$ cat src/rtl/wdg_guard_pkg.sv
package wdg_guard_pkg;
  typedef enum logic [1:0] {
    LK_OPEN     = 2'd0,
    LK_LOCKED   = 2'd1,
    LK_UNLOCKED = 2'd2,
    LK_SEALED   = 2'd3
  } lk_state_t;
endpackage

$ cat src/rtl/wdg_key_seq.sv
// Two-word key tracker: remembers a first key and how long ago it came.
module wdg_key_seq #(
  parameter int DATA_W = 16,
  parameter int GAP = 16,
  parameter logic [DATA_W-1:0] KEY_A = 'h20C5,
  parameter logic [DATA_W-1:0] KEY_B = 'h28D9
) (
  input  logic              clk,
  input  logic              rst,
  input  logic              key_wr,
  input  logic [DATA_W-1:0] key_data,
  output logic              key_pass,
  output logic              key_fail
);
  localparam int GW = $clog2(GAP + 1);

  logic          armed;
  logic [GW-1:0] gap;
  logic          is_a;
  logic          is_b;

  assign is_a     = (key_data == KEY_A);
  assign is_b     = (key_data == KEY_B);
  assign key_pass = key_wr && armed && is_b;
  assign key_fail = key_wr && !is_a && !(armed && is_b);

  always_ff @(posedge clk) begin
    if (rst) begin
      armed <= 1'b0;
      gap   <= '0;
    end else if (key_wr) begin
      armed <= is_a;
      gap   <= GW'(1);
    end else if (armed) begin
      if (gap == GW'(GAP)) armed <= 1'b0;
      else                 gap   <= gap + 1'b1;
    end
  end
endmodule

$ cat src/rtl/wdg_upd_timer.sv
// Counts the cycles spent in the update window.
module wdg_upd_timer #(
  parameter int WIN = 128
) (
  input  logic clk,
  input  logic rst,
  input  logic start,
  input  logic run,
  output logic expire
);
  localparam int CW = (WIN > 2) ? $clog2(WIN) : 1;

  logic [CW-1:0] cnt;

  assign expire = run && !start && (cnt == CW'(WIN - 1));

  always_ff @(posedge clk) begin
    if (rst)        cnt <= '0;
    else if (start) cnt <= '0;
    else if (run)   cnt <= cnt + 1'b1;
  end
endmodule

$ cat src/rtl/wdg_lock_fsm.sv
// Lock state register and write admission.
module wdg_lock_fsm
  import wdg_guard_pkg::*;
(
  input  logic      clk,
  input  logic      rst,
  input  logic      cfg_wr,
  input  logic      ctrl_wr,
  input  logic      seal_bit,
  input  logic      key_wr,
  input  logic      key_pass,
  input  logic      key_fail,
  input  logic      expire,
  output lk_state_t state,
  output logic      accept,
  output logic      locked_key,
  output logic      entering_unl,
  output logic      viol
);
  lk_state_t nxt;

  assign accept       = cfg_wr && (state == LK_OPEN || state == LK_UNLOCKED);
  assign locked_key   = key_wr && (state == LK_LOCKED);
  assign entering_unl = locked_key && key_pass;
  assign viol         = (locked_key && key_fail) || (key_wr && state == LK_SEALED);

  always_comb begin
    nxt = state;
    unique case (state)
      LK_OPEN: begin
        if (accept && ctrl_wr) nxt = seal_bit ? LK_SEALED : LK_LOCKED;
      end
      LK_UNLOCKED: begin
        if (accept && ctrl_wr) nxt = seal_bit ? LK_SEALED : LK_LOCKED;
        else if (expire)       nxt = LK_LOCKED;
      end
      LK_LOCKED: begin
        if (entering_unl) nxt = LK_UNLOCKED;
      end
      default: nxt = LK_SEALED;
    endcase
  end

  always_ff @(posedge clk) begin
    if (rst) state <= LK_OPEN;
    else     state <= nxt;
  end
endmodule

$ cat src/rtl/wdg_cfg_guard.sv
module wdg_cfg_guard
  import wdg_guard_pkg::*;
#(
  parameter int ADDR_W = 2,
  parameter int DATA_W = 16,
  parameter int KEY_GAP = 16,
  parameter int UPD_WIN = 128,
  parameter int SEAL_POS = 15,
  parameter logic [ADDR_W-1:0] CTRL_ADDR = 'd0,
  parameter logic [ADDR_W-1:0] KEY_ADDR = 'd3,
  parameter logic [DATA_W-1:0] KEY_A = 'h20C5,
  parameter logic [DATA_W-1:0] KEY_B = 'h28D9
) (
  input  logic              clk,
  input  logic              rst,
  input  logic              wr_en,
  input  logic [ADDR_W-1:0] wr_addr,
  input  logic [DATA_W-1:0] wr_data,
  output logic              cfg_stb,
  output logic [ADDR_W-1:0] cfg_addr,
  output logic [DATA_W-1:0] cfg_data,
  output logic              reset_req,
  output logic [1:0]        lock_state
);
  logic      key_wr;
  logic      cfg_wr;
  logic      ctrl_wr;
  logic      key_pass;
  logic      key_fail;
  logic      expire;
  logic      accept;
  logic      locked_key;
  logic      entering_unl;
  logic      viol;
  lk_state_t state;

  assign key_wr  = wr_en && (wr_addr == KEY_ADDR);
  assign cfg_wr  = wr_en && (wr_addr != KEY_ADDR);
  assign ctrl_wr = wr_addr == CTRL_ADDR;

  wdg_key_seq #(
    .DATA_W(DATA_W), .GAP(KEY_GAP), .KEY_A(KEY_A), .KEY_B(KEY_B)
  ) keys_i (
    .clk(clk), .rst(rst), .key_wr(locked_key), .key_data(wr_data),
    .key_pass(key_pass), .key_fail(key_fail)
  );

  wdg_upd_timer #(.WIN(UPD_WIN)) timer_i (
    .clk(clk), .rst(rst), .start(entering_unl),
    .run(state == LK_UNLOCKED), .expire(expire)
  );

  wdg_lock_fsm fsm_i (
    .clk(clk), .rst(rst), .cfg_wr(cfg_wr), .ctrl_wr(ctrl_wr),
    .seal_bit(wr_data[SEAL_POS]), .key_wr(key_wr), .key_pass(key_pass),
    .key_fail(key_fail), .expire(expire), .state(state), .accept(accept),
    .locked_key(locked_key), .entering_unl(entering_unl), .viol(viol)
  );

  always_ff @(posedge clk) begin
    if (rst) begin
      cfg_stb   <= 1'b0;
      cfg_addr  <= '0;
      cfg_data  <= '0;
      reset_req <= 1'b0;
    end else begin
      cfg_stb   <= accept;
      reset_req <= viol;
      if (accept) begin
        cfg_addr <= wr_addr;
        cfg_data <= wr_data;
      end
    end
  end

  assign lock_state = state;
endmodule

$ cat config.mk
export PLATFORM = sky130hd
export DESIGN_NAME = wdg_cfg_guard
export DESIGN_NICKNAME = d
export VERILOG_FILES = /design/src/rtl/wdg_guard_pkg.sv /design/src/rtl/wdg_key_seq.sv /design/src/rtl/wdg_upd_timer.sv /design/src/rtl/wdg_lock_fsm.sv /design/src/rtl/wdg_cfg_guard.sv
export SDC_FILE = /design/constraint.sdc
export NUM_CORES = 1
export LEC_CHECK = 0
export ABC_CLOCK_PERIOD_IN_PS = 2930
export CORE_MARGIN = 10
export CORE_UTILIZATION = 50
export DETAILED_ROUTE_END_ITERATION = 16
export HOLD_SLACK_MARGIN = 0.12
export PLACE_DENSITY_LB_ADDON = 0.25
export SYNTH_ARGS = -nofsm -noshare
export SYNTH_HDL_FRONTEND = slang
export SYNTH_HIERARCHICAL = 1
export SYNTH_SLANG_ARGS = --single-unit
$ cat constraint.sdc
create_clock -name clk -period 2.93 [get_ports clk]
set_input_delay 0.4395 -clock clk [delete_from_list [all_inputs] [get_ports clk]]
set_output_delay 0.4395 -clock clk [all_outputs]
set_load 0.05 [all_outputs]
# ---- Word-level counts from Yosys, hierarchy flattened
# Cells that the tools add are included.
dict set report totals {
  reg_bits 35
  input_bits 21
  out_inout_bits 22
  wordCells 65
}
dict set report op_classes {
  n_addsub 2
  eq_ne 13
  mux 12
  bitwise_logic 1
  n_reduce_logical 28
}
# operator n
set ops {}
lappend ops {{16-bit by 14-bit == test with 1-bit output (second input constant)} 2}
lappend ops {{1-bit logical AND} 15}
lappend ops {{2-bit two-way mux} 5}
lappend ops {{7-bit by 1-bit adder with 7-bit output (second input constant)} 1}
lappend ops {{7-bit == test (second input constant)} 1}
lappend ops {{2-bit == test (second input constant)} 3}
lappend ops {{1-bit two-way mux} 6}
lappend ops {{2-bit != test (second input constant)} 3}
lappend ops {{2-bit one-hot mux with 3 select lines} 1}
lappend ops {{5-bit by 1-bit adder with 5-bit output (second input constant)} 1}
lappend ops {{5-bit == test (second input constant)} 1}
lappend ops {{2-bit zero test} 2}
lappend ops {{2-bit AND reduction} 2}
lappend ops {{2-bit OR reduction} 2}
lappend ops {{1-bit zero test} 3}
lappend ops {{3-bit by 2-bit != test with 1-bit output (second input constant)} 1}
lappend ops {{3-bit AND reduction} 1}
lappend ops {{2-bit by 1-bit == test with 1-bit output (second input constant)} 1}
lappend ops {{1-bit logical OR} 2}
lappend ops {{2-bit by 1-bit != test with 1-bit output (second input constant)} 1}
lappend ops {{2-bit nonzero test} 1}
lappend ops {{1-bit NOT} 1}

# ---- Longest topological paths before layout
# Gate-level depths: netlist of run 1.
dict set report depth {
  depth_word 12
  depth_mapped 10
  depth_no_buf 10
}

# ---- By module
# Netlist of run 1, hierarchy kept.
# mod n_inst cells_each area_per_inst_um2 seq_area_each_um2
set by_module_without_submodules {}
lappend by_module_without_submodules {wdg_cfg_guard 1 66 723.2 400.4}
lappend by_module_without_submodules {wdg_key_seq 1 43 371.6 120.1}
lappend by_module_without_submodules {wdg_upd_timer 1 32 304.0 140.1}
lappend by_module_without_submodules {wdg_lock_fsm 1 16 123.9 40.0}

# ---- Worst setup path before layout of run 1
# Ideal clock, no wire load.
dict set report synth_path {
  path_type {reg2reg}
  start {register fsm_i.state[1]}
  end {register fsm_i.state[1]}
  arrival_ps 2045
  required_time_ps 2774
  path_slack_ps 729
  stages_incl_launch_ff 7
  path_buffers 0
  period_less_slack_ps 2201
  cell_sequence {dfxtp_1 -> nor2b_1 -> nand4_2 -> nor4b_1 -> inv_1 -> a311oi_1 -> a211oi_1}
}
dict set report synth_between {
  elab_chain_cells 10
  word_cells_on_any_way 19
  classes_between {5 x eq/ne; 2 x mux; 12 x reduce/logical}
}
# element line
set synth_lines {}
lappend synth_lines {{from (decl)} wdg_lock_fsm.sv:14} ;# output lk_state_t state,
lappend synth_lines {{from (signal assigned)} wdg_lock_fsm.sv:46} ;# else state <= nxt;
lappend synth_lines {{2-bit by 1-bit == test with 1-bit output} wdg_lock_fsm.sv:23} ;# assign locked_key = key_wr && (state == LK_LOCKED);
lappend synth_lines {{1-bit logical AND} wdg_lock_fsm.sv:23}
lappend synth_lines {{1-bit logical AND (2 in a row)} wdg_key_seq.sv:24} ;# assign key_pass = key_wr && armed && is_b;
lappend synth_lines {{1-bit logical AND} wdg_lock_fsm.sv:24} ;# assign entering_unl = locked_key && key_pass;
lappend synth_lines {{1-bit zero test} wdg_upd_timer.sv:15} ;# assign expire = run && !start && (cnt == CW'(WIN - 1));
lappend synth_lines {{1-bit logical AND (*) (2 in a row)} wdg_upd_timer.sv:15}
lappend synth_lines {{via expire} wdg_cfg_guard.sv:30} ;# logic expire;
lappend synth_lines {{3-bit by 2-bit != test with 1-bit output (no line) (*)} -}
lappend synth_lines {{3-bit AND reduction (no line) (*)} -}
# Mark *: on every way through the listed nets, which the timed path passes. The rest lies on a longest branch.
# A chain may end at the register's enable or synchronous reset.

# ---- Worst setup path in the final report of run 1
dict set report layout_path {
  start {input wr_addr[0]}
  end {register fsm_i.state[1]}
}
dict set report layout_between {
  elab_chain_cells 11
  word_cells_on_any_way 20
  classes_between {5 x eq/ne; 2 x mux; 13 x reduce/logical}
}
# element line
set layout_lines {}
lappend layout_lines {{from (decl)} wdg_cfg_guard.sv:17} ;# input logic [ADDR_W-1:0] wr_addr,
lappend layout_lines {{2-bit == test} wdg_cfg_guard.sv:37} ;# assign key_wr = wr_en && (wr_addr == KEY_ADDR);
lappend layout_lines {{1-bit logical AND} wdg_cfg_guard.sv:37}
lappend layout_lines {{via key_wr} wdg_cfg_guard.sv:25} ;# logic key_wr;
lappend layout_lines {{1-bit logical AND} wdg_lock_fsm.sv:23}
lappend layout_lines {{via locked_key} wdg_cfg_guard.sv:32} ;# logic locked_key;
lappend layout_lines {{1-bit logical AND (2 in a row)} wdg_key_seq.sv:24}
lappend layout_lines {{via key_pass} wdg_cfg_guard.sv:28} ;# logic key_pass;
lappend layout_lines {{1-bit logical AND} wdg_lock_fsm.sv:24}
lappend layout_lines {{via entering_unl} wdg_cfg_guard.sv:33} ;# logic entering_unl;
lappend layout_lines {{1-bit zero test} wdg_upd_timer.sv:15}
lappend layout_lines {{1-bit logical AND (2 in a row)} wdg_upd_timer.sv:15}
lappend layout_lines {{via expire} wdg_cfg_guard.sv:30}
lappend layout_lines {{3-bit by 2-bit != test with 1-bit output (no line)} -}
lappend layout_lines {{3-bit AND reduction (no line)} -}
# The timed path passes the listed nets, and every way through them passes these cells.

==> results of run 1 <==
cells by family (layout without fill, tap and decap cells):
logic type | count (synthesis) | count (layout) | synth area share
and+or+nand+nor | 64 | 64 | 0.233
DFF | 35 | 35 | 0.460
AOI/OAI and AO/OA | 19 | 19 | 0.0805
xor gates and xnor gates | 6 | 6 | 0.0345
buffers and inverters | 11 | 59 | 0.0427
adders and majority gates | 3 | 3 | 0.0247
muxes | 19 | 19 | 0.125
layer usage:
layer,GRT usage,vias up
met3,0.0486,7
li1,-,647
met5,0,-
met4,0.0619,0
met2,0.222,43
met1,0.144,592
synth_stat cells, types with 2 or more instances:
master    instances
dfxtp_1          35
nor2_1           29
nand3_1           3
nor2b_1           5
and3_1            2
nor4b_1           4
inv_1             6
or2_2             2
nand4_2           2
clkbuf_1          3
a21oi_1           6
nand2_1           5
mux2i_1          19
o21ai_0           5
nand4_1           3
or3_1             2
ha_1              3
xor2_1            5
critical path, cell delays in order:
cell	delay, ns
clkdlybuf4s50_1	0.51
and3_1	0.21
nand2_1	0.08
nor2_1	0.21
inv_1	0.08
nor3_1	0.28
and4b_1	0.30
nor4b_1	0.09
inv_1	0.06
a311oi_1	0.08
a211oi_1	0.20
stage by stage:
stage | hold WS (ns) | instance area, um2 | power (mW) | cells | utilization
after global routing | 0.532 | 2010 | 0.991 | 236 | 0.712
after global placement | 0.469 | 1960 | 0.712 | 228 | 0.694
after CTS | 0.497 | 2010 | 0.960 | 236 | 0.712
after floorplan | 0.453 | 1520 | 0.639 | 157 | -
after detailed placement | 0.480 | 1960 | 0.716 | 228 | 0.694
final | 0.499 | 2010 | 0.949 | 236 | 0.712
power groups by stage:
stage                     Sequential (mW)  Combinational (mW)  Clock, mW
after floorplan                     0.579              0.0603          0
after global placement              0.517               0.195          0
after detailed placement            0.518               0.197          0
after global routing                0.510               0.209      0.272
after CTS                           0.508               0.198      0.254
final                               0.507               0.196      0.245
worst paths after layout:
path | startpoint | to | slack, ns | depth (start not counted)
max | wr_addr[0] | fsm_i/state[1] | 0.65 | 11
min reg2reg | timer_i/cnt[6] | timer_i/cnt[6] | 0.50 | 2
max reg2reg | fsm_i/state[1] | fsm_i/state[1] | 0.82 | 6
min | timer_i/cnt[6] | timer_i/cnt[6] | 0.50 | 2
registers in the layout (all words and copies together), names as in the netlist:
signal / cells
cfg_addr: 2
cfg_data: 16
cfg_stb: 1
fsm_i/state: 2
keys_i/armed: 1
keys_i/gap: 5
reset_req: 1
timer_i/cnt: 7
final cells by class:
| cell class | count | area, um2 |
|---|---|---|
| clock inverter | 1 | 5.00 |
| sequential | 35 | 701 |
| multi-input combinational | 111 | 759 |
| tap | 31 | 38.8 |
| inverter | 6 | 22.5 |
| clock buffer | 7 | 45.0 |
| timing repair buffer | 45 | 443 |
| fill | 226 | 815 |
==> run summary, run 1 <==
The final estimated routing congestion in global placement came out at 0.764. The share of post-route cells with drive strength above 1 came out at 0.0732. The post-synthesis cell type count is 36.

The number of max-slew violations in the final report came out at 0. The final setup skew came out at 0.00349 ns. The internal power of the cells totals 0.672 mW. The synthesized design spends more area on one cell type than any other, namely dfxtp_1. For this configuration, the core starts out at a cell density of 0.538.

The number of antenna violations at the first check in global routing is 0. The deepest clock path buffer count came out at 2. After detailed routing, the number of remaining DRC violations is 0.

During synthesis, Yosys emitted a total of 6 warnings. The min-delay analysis places its worst path in the category reg -> reg. The first-pass GRT wire length came out at 5790 um. The number of setup violations in the final report came out at 0. The root buffer cell chosen for the clock tree is clkbuf_4.

Buffers inserted to repair hold after CTS numbered 0. The worst setup margin came out at 0.647 ns. After detailed routing, the total wire length is 3490 um. For the final routed database, the setup TNS stands at 0 ns. The share of total power in the clock network is 0.259. The maximum clock rate came out at 438 MHz. The count of final hold-check violations is 0. The proportion of register bits with asynchronous set or reset after synthesis is 0. The y dimension of the die came out at ~75 um. For this run, the total global-route usage over all layers was measured as 0.131. The signal arrival time at the worst endpoint came out at 2.55 ns. The area growth from synthesis to final layout came out at 32.3%.

Leaving out fill and tap cells, the most frequent cell in the layout is clkdlybuf4s50_1. Setup repair after global routing left no endpoint under its margin. The top-level port count came out at 43. The worst setup path is captured at a flop. The total congestion overflow after global routing came out at 0.

The power per unit of standard cell area is around 470 nW/um2. The number of buffer cells added on primary ports came out at 42. The tool flagged a number of max-cap violations equal to 0. Leaving out fill and tap cells, the most frequent cells in the layout are clkdlybuf4s50_1, dfxtp_1, nor2_1, mux2i_1. Summed over all nets, wire length on met3 after detailed routing comes to 296 um.

The start-to-end type of the worst setup path is in -> reg. The slew at the pin closest to its max-slew limit is between 0.5 and 0.6 ns. The power dissipated by switching net loads came out at roughly 0.28 mW.

The post-detailed-route count of antenna-violating nets is 0. The clock edge transition at the registers on the reported setup and hold paths came out at about 0.10 ns. The first detailed-routing pass took 4 iterations.

The met2 layer wire length in the routed design is 1700 um. In the routed layout, each cell is associated on average with a via count of ~5.5. The share of the cycle needed by the critical path after routing is 0.779.

The initial DRC count is 74. The core box area came out at 2830 um2. The mean instance size in the synthesized netlist came out at 9.70 um2. Buffers added to address setup during post-CTS repair amount to 0. TritonCTS built the clock tree. For this run, the leading register cell type out of synthesis is dfxtp_1. The worst slew slack as a fraction of its limit came out at 0.651. In this run the cell area of the synthesized design comes to 1520 um2.

The total vias in the final route came out at ~1.3k. The relative contribution of combinational cells to total power is 0.207. Signal routing reaches up to met4. The number of enable-type register cells in the synthesized netlist is 0. The worst slack at placement is 0.291 ns.

The total leakage power came out at 0.770 nW. The synthesized instance count is 157. Counting every sink on the clock net gives 35.

The flip-flop and latch count after synthesis came out at 35. The H-tree was split into 2 levels. The later-pin clock latency in the skew report came out at between 0.3 and 0.4 ns. The floorplan die width is 75.2 um.

The portion of synthesized cell area occupied by the leading cell type is 0.460. The number of antenna repair diodes came out at 0. The fraction of power spent switching nets is 0.292.

By area the synthesized netlist is led by dfxtp_1, mux2i_1, nor2_1. Summed over all nets, the half-perimeter wirelength after detailed placement is 2750 um. Subtracting the final worst setup slack from the clock period gives 2.28 ns. The number of clock buffers added by TritonCTS is 5. In the final design database the tool counted 228 nets. The via count of the first global-routing pass came out at ~1.3k. The share of total power dissipated in sequential elements is 0.534. The post-synthesis sequential area ratio is 0.460. The number of resized instances in the post-cts repair step is 0. STA classifies the critical path startpoint as an input pin. The maximum number of pins on one net before global-route repair came out at 19. The run finished with clean final reports. The total nets after synthesis is 181. The full die area is roughly 5700 um2. The routed length per placed instance came out at 14.8 um. Along the worst path, the maximum fanout reaches 4.

The cell row count came out at 19. The total routed wire length on the met1 layer came out at 1430 um. The data required time at the worst endpoint came out at 3.19 ns.

IR analysis of the VDD net gives a maximum drop of 0.338 mV.
Note: power is estimated with default switching activity, not from simulation.
==> run 2, diff against run 1 <==
--- a/config.mk
+++ b/config.mk
@@ -5,9 +5,9 @@
 export SDC_FILE = /design/constraint.sdc
 export NUM_CORES = 1
 export LEC_CHECK = 0
-export ABC_CLOCK_PERIOD_IN_PS = 2930
+export ABC_CLOCK_PERIOD_IN_PS = 1900
 export CORE_MARGIN = 10
-export CORE_UTILIZATION = 50
+export CORE_UTILIZATION = 42
 export DETAILED_ROUTE_END_ITERATION = 16
 export HOLD_SLACK_MARGIN = 0.12
 export PLACE_DENSITY_LB_ADDON = 0.25
==> constraint.sdc (replaced) <==
create_clock -name clk -period 1.9 [get_ports clk]
set_input_delay 0.285 -clock clk [delete_from_list [all_inputs] [get_ports clk]]
set_output_delay 0.285 -clock clk [all_outputs]
set_load 0.05 [all_outputs]
==> run 2 against run 1 <==
Net effect: critical path depth unchanged; die area up 14%; non-clock buffer count is 20 higher; first-iteration DRC count is 34% lower; power up 67%; clock power is 87% higher; count of clock-buffer cells in the layout did not move; global-route usage down 0.63 points; largest cell class unchanged; critical endpoint unchanged; largest power group unchanged; routed wire length rose by 5.1%; combinational power rose by 73%; register-to-register slack worse by 0.60 ns.
==> run summary, run 2 (synthesized netlist as in run 1, its figures left out) <==
The flow ran to the end, and the final reports show no timing, DRC or antenna violations. The later-pin clock latency in the skew report came out at roughly 0.34 ns. The total leakage power came out at 0.923 nW.

The worst setup path is of the in -> reg kind. The layout filler cell count is 269. The initial DRC count came out at 49. The number of antenna repair diodes came out at 0.

The clock tree from TritonCTS is done. The die covers 6430 um2. The post-layout net count is 248.

The routed length per placed instance came out at 13.6 um. The critical path goes through clkdlybuf4s50_1 -> and3_4 -> nand2_1 -> nor2_2 -> inv_2 -> nor3_2 -> and4b_1 -> nor4b_2 -> inv_1 -> a311oi_2 -> a211oi_1. The worst setup margin is roughly 0.068 ns.

The number of sinks handled by clock tree synthesis came out at 35. The final setup skew came out at 0.0115 ns. The kind of capture point of the worst setup path is a flop. The initial cell density of the core is 0.446. The average vias per placed instance came out at 4.93. The power per unit of standard cell area is between 600 and 700 nW/um2. The library cell used most frequently in the layout, excluding fill and tap cells, is clkdlybuf4s50_1. The count of final hold-check violations came out at 0. The all-layer global routing usage came out at 0.125. The time the final worst path needs with I/O delays and setup is 1.83 ns. The number of antenna violations at the first check in global routing is 0. In this design, the stage delay of the slowest critical-path cell is 0.42 ns. At the pin with the least slew margin, the transition time is 0.519 ns. The share of post-route cells with drive strength above 1 is 0.218. The worst hold path belongs to the class reg -> reg. The area growth from synthesis to final layout came out at 50.0%. The number of buffer cells added on primary ports came out at 42.

The total congestion overflow after global routing is 0. Timing analysis after detailed placement gives a worst setup slack of -0.492 ns. The root buffer cell chosen for the clock tree is clkbuf_4. The total wire length after detailed routing is 3670 um. The data required time at the worst endpoint is 2.12 ns.

Of all nets on the critical path, the largest fanout is 2. The count of buffering cells on the critical path with inverters included came out at 3. Setup repair after global routing could not meet its margin everywhere.

The number of levels the H-tree was split into came out at 2. The first global-routing pass estimated 6400 um of wire. The kind of cell with the highest combined delay along the critical path is simple AND/OR/NAND/NOR gates. The number of buffers added by the clock tree synthesis step came out at 5. The number of remaining DRC errors came out at 0. The register containing the most flip-flops in the final layout is cfg_data. For the worst setup path, the data arrival time is 2.06 ns. The deepest clock path buffer count is 2. The cell row count is 21. The maximum clock rate came out at 546 MHz.

The number of max-slew violations in the final report is 0. The number of maximum-capacitance constraint violations is 0. The peak ir drop on the vdd network is about 0.56 mV. The area of all placed cells without fillers is 2280 um2. The kind of launch point of the worst setup path is an input pin. The number of buffers inserted to repair setup after CTS came out at 0. For this design, the slowest cell found on the critical path is clkdlybuf4s50_1. Measured along the x axis, the die boundary spans 80.2 um. The number of buffers inserted for hold repair after clock tree synthesis is 0.

The number of setup violations in the final report is 0. The top cell types in the final layout, fill and taps aside, are clkdlybuf4s50_1, dfxtp_1, nor2_1, buf_4, mux2i_1. The core box area is 3420 um2. The clock edge transition at the registers on the reported setup and hold paths came out at approximately 0.11 ns. The congestion estimate from routability-driven global placement came to 0.759.

The flip-flop count of the largest register, all copies and words added is 16. The total vias in the final route came out at 1336. The half-perimeter wire length after placement came out at roughly 2900 um. The detailed-routing iteration count for the pre-antenna-repair pass is 4. The largest registers in the layout are cfg_data (16), timer_i/cnt (7), keys_i/gap (5). In the finished design, the share of the clock period the worst path needs comes to 0.964.

The via count of the first global-routing pass was roughly 1.4k. The placed standard-cell area is 2150 um2. The worst slew slack as a fraction of its limit came out at 0.653. The top-level port count came out at 43. In this run the remaining antenna-violating nets after routing total 0. The y dimension of the die is 80.2 um.

The setup slack on the worst flop-to-flop path came out at 0.22 ns. The maximum number of pins on one net before global-route repair came out at 20.
## run 2: cell types whose count changed in the layout (fill, tap and decap cells not counted), moves of 2 or more
cell	delta
dlymetal6s2s_1	+2
clkbuf_1	-2
buf_4	+19
nor4b_2	+2
clkbuf_8	+2
dfxtp_1	-2
clkdlybuf4s50_1	-2
nor4b_1	-3
dfxtp_2	+2
## run 2: where the power goes
group	switching [mW]	total, mW	internal [mW]	leakage (nW)
clock network	0.242	0.458	0.216	0.0375
registers	0.0203	0.784	0.764	0.286
logic	0.185	0.340	0.155	0.599
## run 2: layer usage
metal | track usage | share of wire
met3 | 0.0624 | 0.083
met2 | 0.192 | 0.46
met5 | 0 | 0
met1 | 0.148 | 0.45
met4 | 0.0423 | 0.014
## run 2: cell type report
cell class / instances / area (um2) / area share
inverter: 6 / 22.5 / 0.00986
multi-input combinational: 111 / 817 / 0.358
tap: 46 / 57.6 / 0.0252
timing repair buffer: 65 / 611 / 0.267
clock buffer: 7 / 65.1 / 0.0285
sequential: 35 / 703 / 0.308
clock inverter: 1 / 7.51 / 0.00329
## run 2: what timing repair did
item / CTS / global route
gates resized for setup: 5 / 8
setup endpoints to repair: 9 / 11
pin swaps: 3 / 4
cloned: 0 / 0
## run 2: tightest hold or removal path, cell delays in order (launching register included)
cell and delay, ns:
dfxtp_1 0.33, o21ai_0 0.07, a21oi_1 0.06
## run 2: final timing paths
kind | start | end | depth (start not counted)
max reg2reg | fsm_i/state[1] | fsm_i/state[1] | 6
max | wr_en | fsm_i/state[1] | 11
min reg2reg | timer_i/cnt[6] | timer_i/cnt[6] | 2
min | timer_i/cnt[6] | timer_i/cnt[6] | 2
## run 2: metrics by stage
stage	util	hold slack (ns)	TNS, ns	std cells	total power, mW
floorplan	-	0.350	-0.0824	157	0.987
global placement	0.629	0.467	-3.04	263	1.13
detailed placement	0.629	0.480	-3.89	263	1.13
CTS	0.659	0.497	0	271	1.59
global route	0.668	0.545	-0.0356	271	1.66
finish	0.668	0.494	0	271	1.58
